===== config.mk =====
export PLATFORM = sky130hd
export DESIGN_NAME = fskpwm_mod
export DESIGN_NICKNAME = d
export VERILOG_FILES = /design/src/rtl/fskpwm_pkg.sv /design/src/rtl/fsk_tri_carrier.sv /design/src/rtl/fsk_bit_timer.sv /design/src/rtl/fsk_frame_fsm.sv /design/src/rtl/fsk_dead_band.sv /design/src/rtl/fskpwm_mod.sv
export SDC_FILE = /design/constraint.sdc
export NUM_CORES = 1
export LEC_CHECK = 0
export BUFFER_PORTS_ARGS = -buffer_cell sky130_fd_sc_hd__buf_4
export CAP_MARGIN = 20
export CORE_MARGIN = 2
export CORE_UTILIZATION = 55
export CTS_BUF_LIST = sky130_fd_sc_hd__clkbuf_4 sky130_fd_sc_hd__clkbuf_8 sky130_fd_sc_hd__clkbuf_16
export CTS_CLUSTER_SIZE = 16
export DETAILED_ROUTE_END_ITERATION = 8
export GPL_TIMING_DRIVEN = 0
export PLACE_DENSITY = 0.73
export SLEW_MARGIN = 10
export SYNTH_ARGS = -nofsm -noshare
export SYNTH_HDL_FRONTEND = slang
export SYNTH_SLANG_ARGS = --single-unit

===== constraint.sdc =====
create_clock -name clk -period 15 [get_ports clk]
set_input_delay 2.25 -clock clk [delete_from_list [all_inputs] [get_ports clk]]
set_output_delay 2.25 -clock clk [all_outputs]
set_load 0.01 [all_outputs]

===== src/rtl/fskpwm_pkg.sv =====
package fskpwm_pkg;
    typedef enum logic [1:0] {
        ST_IDLE,
        ST_START,
        ST_DATA,
        ST_STOP
    } frame_state_t;
endpackage


===== src/rtl/fsk_tri_carrier.sv =====
module fsk_tri_carrier #(
    parameter int PEAK_NOM   = 300,
    parameter int PEAK_SHIFT = 360,
    parameter int DUTY_W     = 10,
    parameter int CW         = 9
) (
    input  logic              clk,
    input  logic              rst_n,
    input  logic              en,
    input  logic              line_bit_nxt,
    input  logic [DUTY_W-1:0] duty,
    output logic              valley,
    output logic              req,
    output logic [CW-1:0]     peak_cur,
    output logic [CW-1:0]     thr_cur
);
    logic [CW-1:0]        cnt;
    logic                 up;
    logic [CW-1:0]        peak_sel;
    logic [DUTY_W+CW-1:0] prod;

    assign peak_sel = line_bit_nxt ? CW'(PEAK_NOM) : CW'(PEAK_SHIFT);
    assign prod     = {{CW{1'b0}}, duty} * {{DUTY_W{1'b0}}, peak_sel};

    always_ff @(posedge clk or negedge rst_n) begin
        if (!rst_n) begin
            cnt      <= '0;
            up       <= 1'b1;
            peak_cur <= CW'(PEAK_NOM);
            thr_cur  <= '0;
        end else if (!en) begin
            cnt      <= '0;
            up       <= 1'b1;
            peak_cur <= CW'(PEAK_NOM);
            thr_cur  <= '0;
        end else begin
            if (cnt == '0) begin
                peak_cur <= peak_sel;
                thr_cur  <= prod[DUTY_W +: CW];
            end
            if (up) begin
                cnt <= cnt + CW'(1);
                if (cnt == peak_cur - CW'(1)) up <= 1'b0;
            end else begin
                cnt <= cnt - CW'(1);
                if (cnt == CW'(1)) up <= 1'b1;
            end
        end
    end

    assign valley = en && (cnt == '0);
    assign req    = cnt < thr_cur;
endmodule


===== src/rtl/fsk_bit_timer.sv =====
module fsk_bit_timer #(
    parameter int BIT_CLKS = 30000,
    parameter int PEAK_MAX = 360
) (
    input  logic clk,
    input  logic rst_n,
    input  logic en,
    input  logic start,
    input  logic active,
    input  logic valley,
    output logic tick
);
    localparam int AW = $clog2(BIT_CLKS + 2 * PEAK_MAX + 1);
    logic [AW-1:0] acc;

    assign tick = active && valley && (acc >= AW'(BIT_CLKS));

    always_ff @(posedge clk or negedge rst_n) begin
        if (!rst_n)      acc <= '0;
        else if (!en)    acc <= '0;
        else if (start)  acc <= AW'(1);
        else if (tick)   acc <= acc - AW'(BIT_CLKS) + AW'(1);
        else if (active) acc <= acc + AW'(1);
    end
endmodule


===== src/rtl/fsk_frame_fsm.sv =====
module fsk_frame_fsm
    import fskpwm_pkg::*;
#(
    parameter int DATA_BITS = 8
) (
    input  logic                 clk,
    input  logic                 rst_n,
    input  logic                 en,
    input  logic                 valley,
    input  logic                 tick,
    input  logic                 in_valid,
    input  logic [DATA_BITS-1:0] in_data,
    output logic                 in_ready,
    output logic                 busy,
    output logic                 start,
    output logic                 line_bit_nxt
);
    localparam int IW = (DATA_BITS > 1) ? $clog2(DATA_BITS) : 1;
    localparam logic [IW-1:0] LAST = IW'(DATA_BITS - 1);

    frame_state_t         state, nxt_state;
    logic [DATA_BITS-1:0] sh, nxt_sh;
    logic [IW-1:0]        idx, nxt_idx;
    logic                 accept;

    assign accept = en && valley && (state == ST_IDLE) && in_valid;

    always_ff @(posedge clk or negedge rst_n) begin
        if (!rst_n) begin
            state <= ST_IDLE;
            sh    <= '0;
            idx   <= '0;
        end else begin
            state <= nxt_state;
            sh    <= nxt_sh;
            idx   <= nxt_idx;
        end
    end

    always_comb begin
        nxt_state = state;
        nxt_sh    = sh;
        nxt_idx   = idx;
        unique case (state)
            ST_IDLE: if (accept) begin
                nxt_state = ST_START;
                nxt_sh    = in_data;
            end
            ST_START: if (tick) begin
                nxt_state = ST_DATA;
                nxt_idx   = '0;
            end
            ST_DATA: if (tick) begin
                nxt_sh = sh >> 1;
                if (idx == LAST) nxt_state = ST_STOP;
                else             nxt_idx   = idx + IW'(1);
            end
            ST_STOP: if (tick) nxt_state = ST_IDLE;
        endcase
        if (!en) nxt_state = ST_IDLE;
    end

    always_comb begin
        in_ready = en && valley && (state == ST_IDLE);
        busy     = state != ST_IDLE;
        start    = accept;
        unique case (nxt_state)
            ST_START: line_bit_nxt = 1'b0;
            ST_DATA:  line_bit_nxt = nxt_sh[0];
            default:  line_bit_nxt = 1'b1;
        endcase
    end
endmodule


===== src/rtl/fsk_dead_band.sv =====
module fsk_dead_band #(
    parameter int DEAD = 30
) (
    input  logic clk,
    input  logic rst_n,
    input  logic en,
    input  logic req,
    output logic gate_main,
    output logic gate_sync
);
    generate
        if (DEAD == 0) begin : g_nodead
            logic r_q;
            always_ff @(posedge clk or negedge rst_n) begin
                if (!rst_n) r_q <= 1'b0;
                else        r_q <= en && req;
            end
            assign gate_main = en && r_q;
            assign gate_sync = en && !r_q;
        end else begin : g_dead
            localparam int DCW = $clog2(DEAD + 1);
            logic           r_q;
            logic [DCW-1:0] dcnt;
            always_ff @(posedge clk or negedge rst_n) begin
                if (!rst_n) begin
                    r_q  <= 1'b0;
                    dcnt <= '0;
                end else if (!en) begin
                    r_q  <= 1'b0;
                    dcnt <= '0;
                end else begin
                    r_q <= req;
                    if (req != r_q)               dcnt <= '0;
                    else if (dcnt != DCW'(DEAD))  dcnt <= dcnt + DCW'(1);
                end
            end
            assign gate_main = en && r_q && (dcnt == DCW'(DEAD));
            assign gate_sync = en && !r_q && (dcnt == DCW'(DEAD));
        end
    endgenerate
endmodule


===== src/rtl/fskpwm_mod.sv =====
module fskpwm_mod #(
    parameter int PEAK_NOM   = 300,
    parameter int PEAK_SHIFT = 360,
    parameter int BIT_CLKS   = 30000,
    parameter int DEAD       = 30,
    parameter int DUTY_W     = 10,
    parameter int DATA_BITS  = 8
) (
    input  logic                 clk,
    input  logic                 rst_n,
    input  logic                 en,
    input  logic [DUTY_W-1:0]    duty,
    input  logic [DATA_BITS-1:0] in_data,
    input  logic                 in_valid,
    output logic                 in_ready,
    output logic                 busy,
    output logic                 gate_main,
    output logic                 gate_sync,
    output logic                 valley
);
    localparam int PEAK_MAX = (PEAK_NOM > PEAK_SHIFT) ? PEAK_NOM : PEAK_SHIFT;
    localparam int CW       = $clog2(PEAK_MAX + 1);

    logic          line_bit_nxt, req, tick, start;
    logic [CW-1:0] peak_cur, thr_cur;

    fsk_tri_carrier #(
        .PEAK_NOM(PEAK_NOM), .PEAK_SHIFT(PEAK_SHIFT), .DUTY_W(DUTY_W), .CW(CW)
    ) u_car (
        .clk(clk), .rst_n(rst_n), .en(en), .line_bit_nxt(line_bit_nxt),
        .duty(duty), .valley(valley), .req(req),
        .peak_cur(peak_cur), .thr_cur(thr_cur)
    );

    fsk_bit_timer #(.BIT_CLKS(BIT_CLKS), .PEAK_MAX(PEAK_MAX)) u_tmr (
        .clk(clk), .rst_n(rst_n), .en(en), .start(start),
        .active(busy), .valley(valley), .tick(tick)
    );

    fsk_frame_fsm #(.DATA_BITS(DATA_BITS)) u_fsm (
        .clk(clk), .rst_n(rst_n), .en(en), .valley(valley), .tick(tick),
        .in_valid(in_valid), .in_data(in_data), .in_ready(in_ready),
        .busy(busy), .start(start), .line_bit_nxt(line_bit_nxt)
    );

    fsk_dead_band #(.DEAD(DEAD)) u_db (
        .clk(clk), .rst_n(rst_n), .en(en), .req(req),
        .gate_main(gate_main), .gate_sync(gate_sync)
    );
endmodule


==> results.json <==
{
  "avgSynthCellArea_um2": 8.863,
  "crit_path_end_kind": "flip-flop",
  "cts.sinks": 55,
  "hold-path-cell-count": 2,
  "clockBufferDepth": 2,
  "synth_cells": 549,
  "antenna_found_initial": 0,
  "grt.total_usage": 0.2247,
  "hp-class": "flip-flop to flip-flop",
  "synth_seq_cells": 55,
  "gp_congestion": 0.8949,
  "postLayoutCoreUtil": 0.6136,
  "synth_edf_count": 0,
  "syn_area_um2": 4866,
  "hpwl_mm": 7.809,
  "path_max_fanout": 10,
  "arrival_ps": 7990,
  "drt_wl_total_mm": 9.901,
  "async_flop_share": 1.000,
  "period_needed_ps": 7749,
  "setup_viol": 0,
  "rsz0062_at_grt": "false",
  "numCtsBuffers": 5,
  "final_cell_mix": "inv_1, ha_1, nand2_1",
  "yosysUniqueCellTypes": 59,
  "io_buffer_count": 26,
  "drive_gt1_frac": 0.08576,
  "maxSlewHeadroom": 0.3636,
  "cts_hold_buf": 0,
  "die_h_um": 98.06,
  "pin_count": 27,
  "area_delta_synth_final_pct": 8.897,
  "cts_setup_buffers": 0,
  "status": "completed",
  "finalNetCount": 693,
  "dr.pass1.iters": 4,
  "tightest_slew_ps": 947.3,
  "slew_viol_final": 0,
  "clk_pin_slew_ps": 110,
  "layout_commonest_cell": "inv_1",
  "final_antenna_net_count": 0,
  "vdd.ir_drop.worst_v": 0.00006077,
  "die-area_um2": 9616,
  "ff_latch_area_um2": 1379,
  "num_rows": 34,
  "grt_pass1_vias": 3926,
  "power_density_nw_per_um2": 96.68,
  "core-area_um2": 8636,
  "crit_type": "primary input to flip-flop",
  "cap_violations": 0,
  "synthFlopType": "dfrtp_1",
  "tns_ps": 0,
  "insertion_delay_ps": 320,
  "r2r_cells": 25,
  "htree_levels": 2,
  "start_util": 0.5635,
  "vias": 3865,
  "fillers": 771,
  "skew_ps": 12.18,
  "vias_per_cell": 5.593,
  "fmax_mhz": 129.1,
  "critPathRequiredTime_ps": 15250,
  "critPathLaunchType": "primary input",
  "ys_seq_area_frac": 0.2834,
  "cellLeakagePower_nw": 2.679,
  "grt_first_pass_wirelength_mm": 17.88,
  "cts_tree": "built",
  "die_w_um": 98.06,
  "diodes": 0,
  "drcViolationCount": 0,
  "grt_max_degree": 56,
  "min_period_over_period": 0.5166,
  "overflow": 0,
  "root_buffer": "clkbuf_8",
  "drt_iter0_markers": 211,
  "multi_input_area_um2": 3147,
  "synth_nets": 660,
  "ctsResizeCount": 0,
  "synth_warnings": 0,
  "wire_per_inst_um": 14.33,
  "hold_viol_final": 0
}
through the flow:
| step | area [um2] | power, mW | worst slack (ps) | hold WS (ps) | std cells |
|---|---|---|---|---|---|
| after floorplan | 4866 | 0.3696 | 7813 | 439.0 | 549 |
| after global placement | 5196 | 0.4160 | 6972 | 453.1 | 683 |
| after detailed placement | 5196 | 0.4263 | 6876 | 460.0 | 683 |
| after CTS | 5299 | 0.5192 | 7194 | 485.9 | 691 |
| after global routing | 5299 | 0.5628 | 6812 | 525.1 | 691 |
| final | 5299 | 0.5123 | 7251 | 481.3 | 691 |
cells by family after synthesis:
kind of cell / after synthesis / share of synthesized area
compound gates: 99 / 0.1407
xor+xnor: 32 / 0.05760
fa+ha+maj: 89 / 0.2597
buf+inv: 88 / 0.06994
flops: 55 / 0.2834
mux: 3 / 0.006171
simple gates: 183 / 0.1826
synth_stat cells (2+ instances only):
library cell	n	area, um2
a211oi_1	2	15.01
a21boi_0	2	15.01
a21o_1	13	97.59
a21oi_1	31	155.2
a22oi_1	9	67.56
and2_1	14	87.58
and3_1	13	81.33
and4_1	2	17.52
buf_2	2	10.01
clkbuf_1	11	41.29
clkinv_1	2	7.510
dfrtp_1	53	1326
dfstp_2	2	52.55
fa_1	20	400.4
ha_1	69	863.3
inv_1	71	266.5
mux2i_1	3	30.03
nand2_1	62	232.7
nand3_1	12	60.06
nand4_1	8	50.05
nor2_1	42	157.7
nor2b_1	4	25.02
nor3_1	11	55.05
nor4b_1	2	17.52
o21ai_0	21	105.1
o21bai_1	2	15.01
or3_1	4	25.02
xnor2_1	17	148.9
xor2_1	15	131.4
area by class of cell:
class / instances / area share
buffer: 15 / 0.01251
tap: 108 / 0.02550
timing repair buffer: 26 / 0.03684
multi-input combinational: 406 / 0.5939
clock buffer: 6 / 0.01558
sequential: 55 / 0.2602
inverter: 73 / 0.05171
clock inverter: 2 / 0.003778
critical path, cell delays in order:
cell	delay (ps)
buf_4	90
nor3b_1	340
and4_1	350
a41oi_4	90
a221o_2	550
nand2_1	110
clkbuf_1	330
and2_1	190
ha_1	110
inv_1	50
fa_1	520
inv_1	50
fa_1	500
fa_1	480
ha_1	310
nand4_1	90
nor3_1	240
and2_1	220
a31oi_4	120
o21ai_0	450
a31oi_1	170
xnor2_1	180
nand2_1	70
a21oi_1	140
where the power goes:
part           leakage, nW  switching [mW]  internal, mW
clock               0.0533          0.0523        0.0390
combinational         1.89           0.133         0.106
sequential           0.737          0.0134         0.168
sequential cells by signal, summed over array words and instances (netlist names):
name              flops
u_tmr.acc            15
u_db.g_dead.r_q       1
u_fsm.state           2
u_fsm.idx             3
u_car.thr_cur         9
u_fsm.sh              8
u_db.g_dead.dcnt      5
u_car.peak_cur        2
u_car.cnt             9
u_car.up              1
metal layers:
metal  global-route usage  vias to the layer above  routed length, um
met4              0.05342                        0                144
met3              0.02649                       20                276
met2               0.3783                       56               4708
met5                    0                        -                  0
met1               0.3122                     1864               4772
li1                     -                     1925                  -
path summary, 6_finish.rpt:
| check | from | to | slack, ps |
|---|---|---|---|
| min in group asynchronous | rst_n | u_tmr.acc[13]$_DFFE_PN0P_ | 1970 |
| max | in_valid | u_car.thr_cur[6]$_DFFE_PN0P_ | 7250 |
| min reg2reg | u_fsm.sh[5]$_DFFE_PN0P_ | u_fsm.sh[5]$_DFFE_PN0P_ | 480 |
| max reg2reg | u_car.cnt[1]$_DFF_PN0_ | u_car.thr_cur[6]$_DFFE_PN0P_ | 8270 |
| min | u_fsm.sh[5]$_DFFE_PN0P_ | u_fsm.sh[5]$_DFFE_PN0P_ | 480 |
| max in group asynchronous | rst_n | u_tmr.acc[9]$_DFFE_PN0P_ | 12580 |
No activity file was read; power rests on OpenSTA's default activity.
